===== config.mk =====
export PLATFORM = sky130hd
export DESIGN_NAME = insn_field_decoder
export DESIGN_NICKNAME = d
export VERILOG_FILES = /design/src/rtl/insn_dec_pkg.sv /design/src/rtl/insn_dec_fields.sv /design/src/rtl/insn_dec_ctrl.sv /design/src/rtl/insn_dec_immext.sv /design/src/rtl/insn_field_decoder.sv
export SDC_FILE = /design/constraint.sdc
export NUM_CORES = 1
export LEC_CHECK = 0
export BUFFER_PORTS_ARGS = -buffer_cell sky130_fd_sc_hd__buf_2
export CELL_PAD_IN_SITES_DETAIL_PLACEMENT = 0
export CELL_PAD_IN_SITES_GLOBAL_PLACEMENT = 1
export CORE_MARGIN = 4
export CORE_UTILIZATION = 22
export DETAILED_ROUTE_END_ITERATION = 8
export PLACE_DENSITY_LB_ADDON = 0.1
export REMOVE_ABC_BUFFERS = 1
export SYNTH_ARGS = -nofsm -noshare
export SYNTH_HDL_FRONTEND = slang
export SYNTH_SLANG_ARGS = --single-unit

===== constraint.sdc =====
create_clock -name vclk -period 2.5
set_input_delay 0.125 -clock vclk [all_inputs]
set_output_delay 0.125 -clock vclk [all_outputs]
set_load 0.02 [all_outputs]

===== src/rtl/insn_dec_pkg.sv =====
package insn_dec_pkg;

   localparam int OPC_W = 6;
   localparam int FN_W  = 6;

   typedef enum logic [1:0] {
      FMT_REG = 2'b00,
      FMT_IMM = 2'b01,
      FMT_BAD = 2'b11
   } fmt_e;

   typedef enum logic [3:0] {
      ALU_ADD  = 4'd0,
      ALU_SUB  = 4'd1,
      ALU_AND  = 4'd2,
      ALU_OR   = 4'd3,
      ALU_XOR  = 4'd4,
      ALU_NOR  = 4'd5,
      ALU_SLL  = 4'd6,
      ALU_SRL  = 4'd7,
      ALU_SRA  = 4'd8,
      ALU_PASS = 4'd9
   } alu_e;

   typedef enum logic [1:0] {
      IMMK_NONE  = 2'd0,
      IMMK_SIGN  = 2'd1,
      IMMK_ZERO  = 2'd2,
      IMMK_UPPER = 2'd3
   } immk_e;

   // opcode values
   localparam logic [OPC_W-1:0] OPC_REGCLS = 6'd0;
   localparam logic [OPC_W-1:0] OPC_ADDI   = 6'd8;
   localparam logic [OPC_W-1:0] OPC_ADDIU  = 6'd9;
   localparam logic [OPC_W-1:0] OPC_ANDI   = 6'd12;
   localparam logic [OPC_W-1:0] OPC_ORI    = 6'd13;
   localparam logic [OPC_W-1:0] OPC_LUI    = 6'd15;
   localparam logic [OPC_W-1:0] OPC_LB     = 6'd32;
   localparam logic [OPC_W-1:0] OPC_LW     = 6'd35;
   localparam logic [OPC_W-1:0] OPC_LBU    = 6'd36;
   localparam logic [OPC_W-1:0] OPC_SB     = 6'd40;
   localparam logic [OPC_W-1:0] OPC_SW     = 6'd43;

   // function code values
   localparam logic [FN_W-1:0] FN_SLL  = 6'd0;
   localparam logic [FN_W-1:0] FN_SRL  = 6'd2;
   localparam logic [FN_W-1:0] FN_SRA  = 6'd3;
   localparam logic [FN_W-1:0] FN_ADD  = 6'd32;
   localparam logic [FN_W-1:0] FN_ADDU = 6'd33;
   localparam logic [FN_W-1:0] FN_SUB  = 6'd34;
   localparam logic [FN_W-1:0] FN_SUBU = 6'd35;
   localparam logic [FN_W-1:0] FN_AND  = 6'd36;
   localparam logic [FN_W-1:0] FN_OR   = 6'd37;
   localparam logic [FN_W-1:0] FN_XOR  = 6'd38;
   localparam logic [FN_W-1:0] FN_NOR  = 6'd39;

   typedef struct packed {
      fmt_e  fmt;
      alu_e  alu;
      immk_e immk;
      logic  alu_imm;
      logic  reg_we;
      logic  dst_rd;
      logic  mem_rd;
      logic  mem_we;
      logic  mem_byte;
      logic  load_zext;
      logic  ovf;
   } ctrl_t;

endpackage


===== src/rtl/insn_dec_fields.sv =====
module insn_dec_fields #(
   parameter int XLEN   = 32,
   parameter int REG_AW = 5,
   parameter int IMM_W  = 16
) (
   input  logic [XLEN-1:0]                  word_i,
   output logic [insn_dec_pkg::OPC_W-1:0]   opc_o,
   output logic [REG_AW-1:0]                rs_o,
   output logic [REG_AW-1:0]                rt_o,
   output logic [REG_AW-1:0]                rd_o,
   output logic [REG_AW-1:0]                sh_o,
   output logic [insn_dec_pkg::FN_W-1:0]    fn_o,
   output logic [IMM_W-1:0]                 imm_o
);
   localparam int OPC_LSB = XLEN - insn_dec_pkg::OPC_W;
   localparam int RS_LSB  = OPC_LSB - REG_AW;
   localparam int RT_LSB  = RS_LSB - REG_AW;
   localparam int RD_LSB  = RT_LSB - REG_AW;
   localparam int SH_LSB  = RD_LSB - REG_AW;

   // register-class layout must tile the word exactly
   if (SH_LSB != insn_dec_pkg::FN_W) begin : g_bad_layout
      $error("insn_dec_fields: field widths do not fill the word");
   end
   // the constant must fill everything below rt
   if (RT_LSB != IMM_W) begin : g_bad_imm
      $error("insn_dec_fields: constant width does not match layout");
   end

   assign opc_o = word_i[XLEN-1 -: insn_dec_pkg::OPC_W];
   assign rs_o  = word_i[RS_LSB +: REG_AW];
   assign rt_o  = word_i[RT_LSB +: REG_AW];
   assign rd_o  = word_i[RD_LSB +: REG_AW];
   assign sh_o  = word_i[SH_LSB +: REG_AW];
   assign fn_o  = word_i[0 +: insn_dec_pkg::FN_W];
   assign imm_o = word_i[0 +: IMM_W];

endmodule


===== src/rtl/insn_dec_ctrl.sv =====
module insn_dec_ctrl
   import insn_dec_pkg::*;
(
   input  logic [OPC_W-1:0] opc_i,
   input  logic [FN_W-1:0]  fn_i,
   output ctrl_t            ctrl_o
);

   // register-class operation from the function code
   ctrl_t reg_c;
   always_comb begin
      reg_c         = '0;
      reg_c.fmt     = FMT_REG;
      reg_c.reg_we  = 1'b1;
      reg_c.dst_rd  = 1'b1;
      reg_c.immk    = IMMK_NONE;
      case (fn_i)
         FN_ADD:  begin reg_c.alu = ALU_ADD; reg_c.ovf = 1'b1; end
         FN_ADDU: reg_c.alu = ALU_ADD;
         FN_SUB:  begin reg_c.alu = ALU_SUB; reg_c.ovf = 1'b1; end
         FN_SUBU: reg_c.alu = ALU_SUB;
         FN_AND:  reg_c.alu = ALU_AND;
         FN_OR:   reg_c.alu = ALU_OR;
         FN_XOR:  reg_c.alu = ALU_XOR;
         FN_NOR:  reg_c.alu = ALU_NOR;
         FN_SLL:  reg_c.alu = ALU_SLL;
         FN_SRL:  reg_c.alu = ALU_SRL;
         FN_SRA:  reg_c.alu = ALU_SRA;
         default: begin
            reg_c     = '0;
            reg_c.fmt = FMT_BAD;
         end
      endcase
   end

   // immediate-class operation from the opcode
   ctrl_t imm_c;
   always_comb begin
      imm_c         = '0;
      imm_c.fmt     = FMT_IMM;
      imm_c.alu_imm = 1'b1;
      imm_c.alu     = ALU_ADD;
      imm_c.immk    = IMMK_SIGN;
      case (opc_i)
         OPC_ADDI:  begin imm_c.reg_we = 1'b1; imm_c.ovf = 1'b1; end
         OPC_ADDIU: begin imm_c.reg_we = 1'b1; imm_c.immk = IMMK_ZERO; end
         OPC_ANDI:  begin
            imm_c.reg_we = 1'b1; imm_c.immk = IMMK_ZERO; imm_c.alu = ALU_AND;
         end
         OPC_ORI:   begin
            imm_c.reg_we = 1'b1; imm_c.immk = IMMK_ZERO; imm_c.alu = ALU_OR;
         end
         OPC_LUI:   begin
            imm_c.reg_we = 1'b1; imm_c.immk = IMMK_UPPER; imm_c.alu = ALU_PASS;
         end
         OPC_LW:    begin imm_c.reg_we = 1'b1; imm_c.mem_rd = 1'b1; end
         OPC_LB:    begin
            imm_c.reg_we = 1'b1; imm_c.mem_rd = 1'b1; imm_c.mem_byte = 1'b1;
         end
         OPC_LBU:   begin
            imm_c.reg_we = 1'b1; imm_c.mem_rd = 1'b1; imm_c.mem_byte = 1'b1;
            imm_c.load_zext = 1'b1;
         end
         OPC_SW:    imm_c.mem_we = 1'b1;
         OPC_SB:    begin imm_c.mem_we = 1'b1; imm_c.mem_byte = 1'b1; end
         default:   begin
            imm_c     = '0;
            imm_c.fmt = FMT_BAD;
         end
      endcase
   end

   assign ctrl_o = (opc_i == OPC_REGCLS) ? reg_c : imm_c;

endmodule


===== src/rtl/insn_dec_immext.sv =====
module insn_dec_immext
   import insn_dec_pkg::*;
#(
   parameter int XLEN  = 32,
   parameter int IMM_W = 16
) (
   input  logic [IMM_W-1:0] imm_i,
   input  immk_e            kind_i,
   output logic [XLEN-1:0]  ext_o
);
   localparam int PAD_W = XLEN - IMM_W;

   if (PAD_W <= 0) begin : g_bad_width
      $error("insn_dec_immext: constant must be narrower than the word");
   end

   logic [XLEN-1:0] sext_w, zext_w, upper_w;
   assign sext_w  = {{PAD_W{imm_i[IMM_W-1]}}, imm_i};
   assign zext_w  = {{PAD_W{1'b0}}, imm_i};
   assign upper_w = {imm_i, {PAD_W{1'b0}}};

   always_comb begin
      case (kind_i)
         IMMK_SIGN:  ext_o = sext_w;
         IMMK_ZERO:  ext_o = zext_w;
         IMMK_UPPER: ext_o = upper_w;
         default:    ext_o = '0;
      endcase
   end

endmodule


===== src/rtl/insn_field_decoder.sv =====
module insn_field_decoder
   import insn_dec_pkg::*;
#(
   parameter int XLEN        = 32,
   parameter int REG_AW      = 5,
   parameter int IMM_W       = 16,
   parameter bit TRAP_ON_OVF = 1'b1
) (
   input  logic [XLEN-1:0]   instr_i,
   output logic [REG_AW-1:0] rs_idx_o,
   output logic [REG_AW-1:0] rt_idx_o,
   output logic [REG_AW-1:0] rd_idx_o,
   output logic [REG_AW-1:0] shamt_o,
   output logic [FN_W-1:0]   funct_o,
   output logic [1:0]        fmt_o,
   output logic              illegal_o,
   output logic [3:0]        alu_op_o,
   output logic              alu_src_imm_o,
   output logic [XLEN-1:0]   imm_ext_o,
   output logic              reg_we_o,
   output logic              dst_sel_rd_o,
   output logic [REG_AW-1:0] dst_idx_o,
   output logic              mem_rd_o,
   output logic              mem_we_o,
   output logic              mem_byte_o,
   output logic              load_zext_o,
   output logic              ovf_trap_o
);

   if (XLEN != OPC_W + 4 * REG_AW + FN_W) begin : g_bad_xlen
      $error("insn_field_decoder: word width does not match field widths");
   end

   logic [OPC_W-1:0] opc_w;
   logic [IMM_W-1:0] imm_w;
   ctrl_t            ctrl_w;

   insn_dec_fields #(
      .XLEN   (XLEN),
      .REG_AW (REG_AW),
      .IMM_W  (IMM_W)
   ) u_fields (
      .word_i (instr_i),
      .opc_o  (opc_w),
      .rs_o   (rs_idx_o),
      .rt_o   (rt_idx_o),
      .rd_o   (rd_idx_o),
      .sh_o   (shamt_o),
      .fn_o   (funct_o),
      .imm_o  (imm_w)
   );

   insn_dec_ctrl u_ctrl (
      .opc_i  (opc_w),
      .fn_i   (funct_o),
      .ctrl_o (ctrl_w)
   );

   insn_dec_immext #(
      .XLEN  (XLEN),
      .IMM_W (IMM_W)
   ) u_immext (
      .imm_i  (imm_w),
      .kind_i (ctrl_w.immk),
      .ext_o  (imm_ext_o)
   );

   assign fmt_o         = ctrl_w.fmt;
   assign illegal_o     = (ctrl_w.fmt == FMT_BAD);
   assign alu_op_o      = ctrl_w.alu;
   assign alu_src_imm_o = ctrl_w.alu_imm;
   assign reg_we_o      = ctrl_w.reg_we;
   assign dst_sel_rd_o  = ctrl_w.dst_rd;
   assign dst_idx_o     = ctrl_w.dst_rd ? rd_idx_o : rt_idx_o;
   assign mem_rd_o      = ctrl_w.mem_rd;
   assign mem_we_o      = ctrl_w.mem_we;
   assign mem_byte_o    = ctrl_w.mem_byte;
   assign load_zext_o   = ctrl_w.load_zext;

   // a build without overflow traps ties the flag off
   if (TRAP_ON_OVF) begin : g_trap
      assign ovf_trap_o = ctrl_w.ovf;
   end else begin : g_notrap
      assign ovf_trap_o = 1'b0;
   end

endmodule


After elaboration in Yosys (flattened, before gate mapping)

Cells that the tools add are included.

Input port bits: 32
Output and inout bits: 78
Word-level logic and storage cells: 53
Register bits: 0

Reduce and logical (&&, ||, !) cells: 12
Muxes and demuxes: 17
Equality and inequality tests: 24

Operators by type and width:

| kind                                                                  | number |
|---|---|
| 32-bit one-hot mux with 3 select lines                                | 1 |
| 6-bit equality test, second input constant                            | 13 |
| 4-bit one-hot mux with 8 select lines                                 | 1 |
| 6-bit by 4-bit equality test with 1-bit output, second input constant | 5 |
| 16-bit two-way mux                                                    | 1 |
| 6-bit by 2-bit equality test with 1-bit output, second input constant | 2 |
| 6-bit zero test                                                       | 2 |
| 4-bit one-hot mux with 3 select lines                                 | 1 |
| 11-bit OR reduction                                                   | 1 |
| 10-bit OR reduction                                                   | 1 |
| 3-bit OR reduction                                                    | 3 |
| 1-bit two-way mux                                                     | 8 |
| 8-bit OR reduction                                                    | 1 |
| 2-bit equality test, second input constant                            | 3 |
| 6-bit two-way mux                                                     | 1 |
| 2-bit one-hot mux with 3 select lines                                 | 1 |
| 2-bit OR reduction                                                    | 3 |
| 6-bit OR reduction                                                    | 1 |
| 5-bit two-way mux                                                     | 1 |
| 2-bit two-way mux                                                     | 2 |
| 2-bit by 1-bit equality test with 1-bit output, second input constant | 1 |

Depth between registers and ports, before layout

Depth in word-level cells: 6
Depth in mapped cells: 7
Depth with buffers taken out: 4

By module

From an unflattened synthesis, not the netlist that was laid out.

Cells, all modules: 167
Area total of the unflattened synthesis: 1159.9 µm²

By module, submodules not included:

| module             | cells each | times used | area an instance (µm²) | sequential area each (µm²) |
|---|---|---|---|---|
| insn_dec_ctrl      | 59         | 1          | 375.4                  | 0.0 |
| insn_dec_immext    | 54         | 1          | 361.6                  | 0.0 |
| insn_dec_fields    | 48         | 1          | 360.3                  | 0.0 |
| insn_field_decoder | 6          | 1          | 62.6                   | 0.0 |

Worst setup path before layout

OpenSTA, ideal clock, no wires.

Path kind: input -> output
Start: in instr_i[28]
End: out alu_op_o[1]
Cell stages on the path: 5
Slack: 0.305 ns
Data required time: 2.375 ns
Buffers on the path: 1
Data arrival time: 2.070 ns
Path through: buf_6 -> or4_4 -> nor2_1 -> nand2_1 -> a2111oi_0

Word-level cells in the longest chain between the ends: 3
Elaborated cells between the ends (all ways): 6
Classes of those cells: 3 x eq/ne; 2 x mux; 1 x reduce/logical

Ends and longest elaborated chain:

| element                                        | RTL line                 | source |
|---|---|---|
| start: declaration                             | insn_field_decoder.sv:9  | `input logic [XLEN-1:0] instr_i,` |
| 6-bit by 4-bit equality test with 1-bit output | insn_dec_ctrl.sv:44      | `case (opc_i)` |
| 4-bit one-hot mux with 3 select lines          | insn_dec_ctrl.sv:44      |  |
| 16-bit two-way mux (*)                         | insn_dec_ctrl.sv:73      | `assign ctrl_o = (opc_i == OPC_REGCLS) ? reg_c : imm_c;` |
| end: declaration                               | insn_field_decoder.sv:17 | `output logic [3:0] alu_op_o,` |

Mark *: on every way between the ends. The rest lies on a longest branch, timed or not.

Final worst setup path

Start: in instr_i[28]
End: out dst_idx_o[0]

Word-level cells in the longest chain between the ends: 3

Ends and longest elaborated chain:

| element            | RTL line                 | source |
|---|---|---|
| 6-bit zero test    | insn_dec_ctrl.sv:73      |  |
| 16-bit two-way mux | insn_dec_ctrl.sv:73      |  |
| 5-bit two-way mux  | insn_field_decoder.sv:74 | `assign dst_idx_o = ctrl_w.dst_rd ? rd_idx_o : rt_idx_o;` |
| end: declaration   | insn_field_decoder.sv:22 | `output logic [REG_AW-1:0] dst_idx_o,` |

No other way between the ends.

==> flow_summary_export.csv <==
group,metric,value,unit
run_status,status,"finished, final reports clean",
global_routing,grt_max_degree,17,
sta,fin_hold_ws,250,ps
critical_path,crit_top_cell,"buf_2",
global_routing,antenna_found_initial,0,
floorplanning,die_h,72.0,um
critical_path,cp-end-kind,"output pin",
critical_path,slowest_stage,"or4_4",
global_routing,grt_pass1_wl,5380,um
routing,wirelength,3430,um
layout,final_cells,242,
layout,nClkBuffers,0,
critical_path,critPathKind,"in -> out",
global_routing,grt_util_all_layers,12.2,%
sta,period_needed,2150,ps
run,maxCapViolCount,0,
routing,drtIter0Drc,37,
layout,final_util,32.4,%
sta,finalHoldViolCount,0,
pwr,power.leakage,0.824,nW
yosys,ys.warnings.count,0,
yosys,yosys-top-cells-area,"buf_4 (23%), a21o_1 (14%), and2_1 (10%)",
routing,drtPass1Iterations,4,
pwr,power-per-cell-area,173,mW/mm2
sta,fin_crit_sh,85.9,%
critical_path,cp_top_family,"simple AND/OR/NAND/NOR gates",
sta,relSlewSlack,69.4,%
yosys,netlist.area_leader.share,23.3,%
floorplanning,core,0.00380,mm2
layout,syn_to_final_growth,36.5,%
yosys,synth.avg_cell_area,7.09,um2
floorplanning,die_area,0.00518,mm2
layout,seqCellArea,0,um2
critical_path,cp.arrival,2020,ps
layout,nFillCells,445,
sta,max_freq,466,MHz
global_routing,grt_pass1_vias,1069,
routing,drc_errors,0,
yosys,post-synth-top-count-cell,"buf_4",
layout,fin_area,0.00123,mm2
yosys,syn_inst,127,
layout,layout.nets,228,
critical_path,cp_max_fo,9,
clock_network,cts_resized,0,
sta,setup_viol_count_final,0,
yosys,syn_area,901,um2
critical_path,crit_required,2380,ps
critical_path,crit_buf_inv,2,
layout,drive_above_1_share,58.8,%
sta,report.final.slew_viol_count,0,
clock_network,postCtsHoldBufs,0,
routing,vias_per_cell,4.62,
place,dpl.hpwl,2800,um
place,finalWeightedCongestion,0.717,
routing,wl_per_cell,14.2,um
floorplanning,start_util,23.7,%
routing,vias,1117,
floorplanning,std_cell_rows,22,
yosys,ys_types,34,
critical_path,crit_chain,"buf_2 > or4_4 > nor4_4 > o21a_1 > mux2_4 > buf_2",
floorplanning,ioPinCount,110,
layout,seq_cell_count,0,
pwr,ir_worst_vdd,69.7,uV
yosys,yosysTopAreaCell,"buf_4",
hold_path,hp-class,"in -> out",
place,port_buffers,100,
global_routing,gr-total-overflow,0,
critical_path,start_kind,"input pin",
critical_path,cp_slowest_stage_delay,560,ps
sta,tns,0,ps
sta,tightest_slew,459,ps
clock_network,post_cts_buffers,0,
yosys,ys_seq_area_share,0,%
floorplanning,die_x,72.0,um
layout,diodes,0,
routing,antenna_left,0,
sta,rsz0062_at_grt,"false",
place,numPlacedInstances,242,
place,dpl-instance-area,0.00123,mm2
yosys,synth_top_cells_by_count,"buf_4 (28), a21o_1 (17), and2_1 (15)",
-- kinds of logic after synthesis --
logic type	share of synthesized area, %
AOI/OAI and AO/OA	27.8
buffers and inverters	30.6
muxes	9.44
and+or+nand+nor	32.2
-- path summary, 6_finish.rpt --
path	startpoint	to	slack, ps	cells after the start
worst max-delay path	instr_i[28]	dst_idx_o[0]	350	6
worst min-delay path	instr_i[22]	rs_idx_o[1]	250	0
-- power by group --
part	internal, W	leakage [nW]	switching, W	total [W]
clock network	0	0	0	0
registers	0	0	0	0
logic	0.0000771	0.824	0.000136	0.000213
-- placed cells by master (no fill, tap or decap), types with 2 or more instances in the layout --
master and instances:
or3_1 3, a21o_1 17, inv_1 4, a211oi_1 2
nand2_1 5, buf_2 100, nor2_1 5, a31oi_1 2
and2_1 15, o21a_1 2, mux2_4 5, nor3_1 4
nand2b_1 5, a21oi_1 4, nor4b_1 2, buf_4 3
-- routing by layer --
layer | GRT usage, % | part of all wire, % | vias up
met5 | 0 | 0 | -
met4 | 1.46 | 1.5 | 0
met3 | 2.08 | 7.3 | 4
met2 | 22.1 | 51 | 54
met1 | 15.6 | 40 | 505
li1 | - | - | 554
-- final cells by class --
cell class / count / area (um2) / share of cell area (%)
multi-input cells: 87 / 632 / 51.4
well taps: 48 / 60.1 / 4.88
repair buffers: 103 / 523 / 42.5
inverters: 4 / 15.0 / 1.22
-- per-stage QoR --
step	setup slack (ps)	total power, W
floorplan	420	0.0000902
global placement	348	0.000215
detailed placement	296	0.000215
CTS	292	0.000216
global route	214	0.000232
finish	353	0.000213
No activity file was read; power rests on OpenSTA's default activity.
